[src/rtl/tstamp_pkg.sv]
package tstamp_pkg;
  typedef enum logic [0:0] {DIR_TX = 1'b0, DIR_RX = 1'b1} stamp_dir_e;
  localparam int unsigned NUM_DIR = 2;
endpackage

[src/rtl/tstamp_gate.sv]
module tstamp_gate (
  input  logic timer_en,
  input  logic init_mode,
  output logic en_eff
);
  // initialization mode overrides the software enable
  always_comb en_eff = timer_en & ~init_mode;
endmodule

[src/rtl/tstamp_counter.sv]
module tstamp_counter #(
  parameter int unsigned CNT_W = 16
) (
  input  logic             clk,
  input  logic             rst_n,
  input  logic             en_eff,
  input  logic             tick,
  output logic [CNT_W-1:0] cnt
);
  localparam logic [CNT_W-1:0] ONE = {{(CNT_W-1){1'b0}}, 1'b1};

  always_ff @(posedge clk) begin
    if (!rst_n || !en_eff) cnt <= '0;
    else if (tick)         cnt <= cnt + ONE; // natural wrap
  end
endmodule

[src/rtl/tstamp_capture.sv]
module tstamp_capture #(
  parameter int unsigned CNT_W = 16
) (
  input  logic             clk,
  input  logic             rst_n,
  input  logic             en_eff,
  input  logic             ack,
  input  logic [CNT_W-1:0] cnt,
  output logic [CNT_W-1:0] stamp,
  output logic             stamp_valid
);
  logic take;
  always_comb take = ack & en_eff;

  always_ff @(posedge clk) begin
    if (!rst_n) begin
      stamp       <= '0;
      stamp_valid <= 1'b0;
    end else begin
      stamp_valid <= take;
      if (take) stamp <= cnt;
    end
  end
endmodule

[src/rtl/tstamp_timer.sv]
module tstamp_timer #(
  parameter int unsigned CNT_W = 16
) (
  input  logic             clk,
  input  logic             rst_n,
  input  logic             bit_tick,
  input  logic             timer_en,
  input  logic             init_mode,
  input  logic             tx_ack,
  input  logic             rx_ack,
  output logic [CNT_W-1:0] count,
  output logic [CNT_W-1:0] tx_stamp,
  output logic             tx_stamp_valid,
  output logic [CNT_W-1:0] rx_stamp,
  output logic             rx_stamp_valid
);
  import tstamp_pkg::*;

  logic                en_eff;
  logic [NUM_DIR-1:0]  ack_vec;
  logic [NUM_DIR-1:0]  vld_vec;
  logic [CNT_W-1:0]    stamp_arr [NUM_DIR];

  always_comb begin
    ack_vec[DIR_TX] = tx_ack;
    ack_vec[DIR_RX] = rx_ack;
  end

  tstamp_gate u_gate (
    .timer_en  (timer_en),
    .init_mode (init_mode),
    .en_eff    (en_eff)
  );

  tstamp_counter #(.CNT_W(CNT_W)) u_cnt (
    .clk    (clk),
    .rst_n  (rst_n),
    .en_eff (en_eff),
    .tick   (bit_tick),
    .cnt    (count)
  );

  for (genvar d = 0; d < NUM_DIR; d++) begin : g_dir
    tstamp_capture #(.CNT_W(CNT_W)) u_cap (
      .clk         (clk),
      .rst_n       (rst_n),
      .en_eff      (en_eff),
      .ack         (ack_vec[d]),
      .cnt         (count),
      .stamp       (stamp_arr[d]),
      .stamp_valid (vld_vec[d])
    );
  end

  always_comb begin
    tx_stamp       = stamp_arr[DIR_TX];
    tx_stamp_valid = vld_vec[DIR_TX];
    rx_stamp       = stamp_arr[DIR_RX];
    rx_stamp_valid = vld_vec[DIR_RX];
  end
endmodule

[config.mk]
export PLATFORM = sky130hd
export DESIGN_NAME = tstamp_timer
export DESIGN_NICKNAME = d
export VERILOG_FILES = /design/src/rtl/tstamp_pkg.sv /design/src/rtl/tstamp_gate.sv /design/src/rtl/tstamp_counter.sv /design/src/rtl/tstamp_capture.sv /design/src/rtl/tstamp_timer.sv
export SDC_FILE = /design/constraint.sdc
export NUM_CORES = 1
export LEC_CHECK = 0
export ABC_AREA = 1
export BUFFER_PORTS_ARGS = -buffer_cell sky130_fd_sc_hd__buf_2
export CAP_MARGIN = 10
export CORE_ASPECT_RATIO = 2
export CORE_UTILIZATION = 49
export CTS_CLUSTER_DIAMETER = 40
export CTS_CLUSTER_SIZE = 8
export DETAILED_ROUTE_END_ITERATION = 10
export HOLD_SLACK_MARGIN = 0.08
export PLACE_DENSITY = 0.77
export SLEW_MARGIN = 20
export SYNTH_ARGS = -nofsm -noshare
export SYNTH_HDL_FRONTEND = slang
export SYNTH_SLANG_ARGS = --single-unit
[constraint.sdc]
create_clock -name clk -period 1.41 [get_ports clk]
set_input_delay 0.2115 -clock clk [delete_from_list [all_inputs] [get_ports clk]]
set_output_delay 0.2115 -clock clk [all_outputs]
set_load 0.01 [all_outputs]
==> impl_metrics.py <==
metrics = {
    "yosys": {
        "async_flop_share_pct": 0,
        "ys_seq_area_share_pct": 50.22,
        "synth.top_cells.by_count": "50 x dfxtp_1, 48 x inv_1, 40 x a21oi_1",
        "synth_edf_count": 0,
        "yosysMostFrequentCell": "dfxtp_1",
        "ys_seq_elements": 50,
        "syn_area_per_cell_um2": 7.465,
        "yosys_warnings": 0,
        "synthTopCellsByArea": "dfxtp_1 50%, a21oi_1 10%, inv_1 9.0%",
        "synth_top_cell_area_share_pct": 50.22,
        "netlist_instances": 267,
        "syn-num-nets": 275,
        "synth.distinct_cells": 21,
        "netlist.top_cell.by_area": "dfxtp_1",
        "synth_top_flop_cell": "dfxtp_1",
        "synthesis.area_um2": 1993,
    },
    "clock_network": {
        "cts_root_buffer": "clkbuf_8",
        "cts_buffers": 5,
        "cts_tree": "built",
        "cts.sinks": 50,
        "cts_max_level": 2,
        "clk_pin_slew_ps": 80,
        "clk_path_buf_depth": 2,
        "clock_latency_ps": 310,
    },
    "worst_setup_path": {
        "crit_chain": "ha_1, nand2_1, nor2_4, buf_4, nand3b_1, a21oi_1",
        "cp-start-kind": "register",
        "worstPathMaxFanout": 7,
        "r2r_end": "u_cnt.cnt[8]$_SDFFE_PP0P_",
        "cp-startpoint": "u_cnt.cnt[1]$_SDFFE_PP0P_",
        "critPathRequiredTime_ps": 1650,
        "rr_startpoint": "u_cnt.cnt[1]$_SDFFE_PP0P_",
        "crit_slowest_cell": "dfxtp_1",
        "crit_path_end": "u_cnt.cnt[8]$_SDFFE_PP0P_",
        "path_class": "reg -> reg",
        "reg2regPathDepth": 6,
        "max_stage_delay_ps": 390,
        "r2r_slack_ps": 130,
        "crit_arrival_ps": 1520,
        "setup.worst_path.end_class": "register",
    },
    "die": {
        "die-area_um2": 4342,
        "fp-row-count": 32,
        "io_pins": 57,
        "dieHeight_um": 92.20,
        "core_um2": 3884,
        "start_util_pct": 51.32,
        "die_w_um": 47.10,
    },
    "global_route": {
        "first_global_vias": 1617,
        "grt_max_degree": 34,
        "grt.overflow.total": 0,
        "grt_use_total_pct": 23.22,
        "grt_antenna_before_repair": 0,
        "grt_pass1_wl_um": 7424,
    },
    "routing": {
        "via_count": 1860,
        "ant_nets": 0,
        "wire_per_inst_um": 11.75,
        "viasPerCell": 4.895,
        "wl_um": 4464,
        "route.detailed.drc": 0,
        "drt-initial-drc-count": 34,
        "firstDrtPassIters": 4,
    },
    "sta": {
        "final_max_slew_viol_count": 0,
        "setup_viol": 0,
        "hold_violations": 0,
        "worst_slew_pin_slew_ps": 312.9,
        "period_share_pct": 90.92,
        "rsz0062_at_grt": "false",
        "fin_setup_tns_ps": 0,
        "layout_setup_ws_ps": 128.0,
        "max_freq_mhz": 780.0,
        "relSlewSlack_pct": 79.11,
        "skew_ps": 5.265,
        "min_period_ps": 1282,
    },
    "power": {
        "switchingPower_w": 0.0006067,
        "intPower_w": 0.002067,
        "power_density_nw_per_um2": 1082,
        "power_w": 0.002673,
        "combPwrFrac_pct": 7.5,
        "switching_share_pct": 22.69,
        "irDropWorstVdd_uv": 805.8,
        "leakage_nw": 1.061,
        "pwr-share-clk_pct": 37.1,
        "p_seq_share_pct": 55.4,
    },
    "worst_hold_path": {
        "hold_path.class": "in -> reg",
    },
    "placement": {
        "numPortBuffers": 56,
        "place_congestion": 0.7908,
        "dpl.cell_count": 371,
        "place_ws_ps": 84.23,
        "hpwlAfterDp_um": 3228,
    },
    "layout": {
        "fin_cells": 380,
        "drive_above_1_share_pct": 23.71,
        "nets": 336,
        "area_growth_pct": 23.92,
        "utilization_pct": 63.60,
        "antennaDiodeCount": 0,
    },
    "status": {
        "status": "finished clean",
    },
    "job": {
        "cap_violations": 0,
    },
}
flip-flops by register name, indices dropped and copies added (netlist names):
register	count
g_dir.u_cap.stamp	32
u_cnt.cnt	16
g_dir.u_cap.stamp_valid	2
cells in the final DEF, fill, tap and decap left out:
| cell type | count |
|---|---|
| buf_2 | 56 |
| inv_1 | 48 |
| dfxtp_1 | 48 |
| a21oi_1 | 40 |
| o21ai_0 | 34 |
| nand2_1 | 30 |
| nor2_1 | 21 |
| nand3_1 | 13 |
| buf_4 | 9 |
| nor3_1 | 5 |
| clkbuf_8 | 5 |
| nand4_1 | 4 |
| nor2_2 | 3 |
| xor2_1 | 2 |
| dfxtp_2 | 2 |
| nor2_4 | 1 |
| nand3b_1 | 1 |
| nor4_1 | 1 |
| nor3b_1 | 1 |
| a31oi_1 | 1 |
| ha_1 | 1 |
| clkinvlp_4 | 1 |
| bufinv_16 | 1 |
| clkbuf_1 | 1 |
final cells by class:
type / count / area [um2]
clock buffers: 6 / 72.57
well taps: 51 / 63.81
clock inverters: 2 / 37.54
flip-flops and latches: 50 / 1003
inverters: 48 / 180.2
repair buffers: 65 / 347.8
fillers: 382 / 1414
multi-input cells: 158 / 764.5
worst max-delay path: cells and delay by family, from the launching register on:
family / cells / cell delay (ps)
AOI/OAI and AO/OA: 1 / 140
buffers and inverters: 1 / 140
adders and majority gates: 1 / 200
DFF: 1 / 390
and+or+nand+nor: 3 / 360
worst min path at each step:
stage,start,end,cells past startpoint
floorplan,rst_n,g_dir[1].u_cap.stamp[1]$_SDFFE_PN0P_,2
global placement,g_dir[1].u_cap.stamp[4]$_SDFFE_PN0P_,g_dir[1].u_cap.stamp[4]$_SDFFE_PN0P_,2
detailed placement,g_dir[0].u_cap.stamp[6]$_SDFFE_PN0P_,g_dir[0].u_cap.stamp[6]$_SDFFE_PN0P_,2
CTS,bit_tick,u_cnt.cnt[6]$_SDFFE_PP0P_,4
global route,bit_tick,u_cnt.cnt[5]$_SDFFE_PP0P_,3
finish,bit_tick,u_cnt.cnt[6]$_SDFFE_PP0P_,4
kinds of logic after synthesis:
kind of cell,synth area share [%]
XOR/XNOR,0.8790
AO/OA/AOI/OAI,18.90
AND/OR/NAND/NOR,17.95
buffers and inverters,11.43
adder cells (fa/ha/maj),0.6276
flip-flops,50.22
through the flow:
step | hold WS (ps) | area [um2]
final | 284.5 | 2470
after floorplan | 349.9 | 1993
after global placement | 427.8 | 2350
after global routing | 294.8 | 2470
after CTS | 285.4 | 2460
after detailed placement | 432.6 | 2350
per-layer routing:
| metal | wire length, um | GRT usage (%) |
|---|---|---|
| met2 | 2294 | 36.57 |
| met1 | 1899 | 28.98 |
| met4 | 131 | 11.90 |
| met3 | 139 | 3.740 |
| met5 | 0 | 0 |
power by group through the flow:
stage,logic (W),registers [W],clock network (W)
3_5_place_dp,0.000203,0.00151,0
5_1_grt,0.000232,0.00149,0.00107
2_1_floorplan,0.0000976,0.00154,0
4_1_cts,0.000203,0.00148,0.00101
6_report,0.000201,0.00148,0.000991
3_3_place_gp,0.000199,0.00151,0
what timing repair did:
item / 4_1_cts / 5_1_grt
hold buffers: 0 / 0
resized for setup: 0 / 2
setup endpoints to repair: 0 / 6
setup buffers: 0 / 1
(Power assumes the default switching activity.)
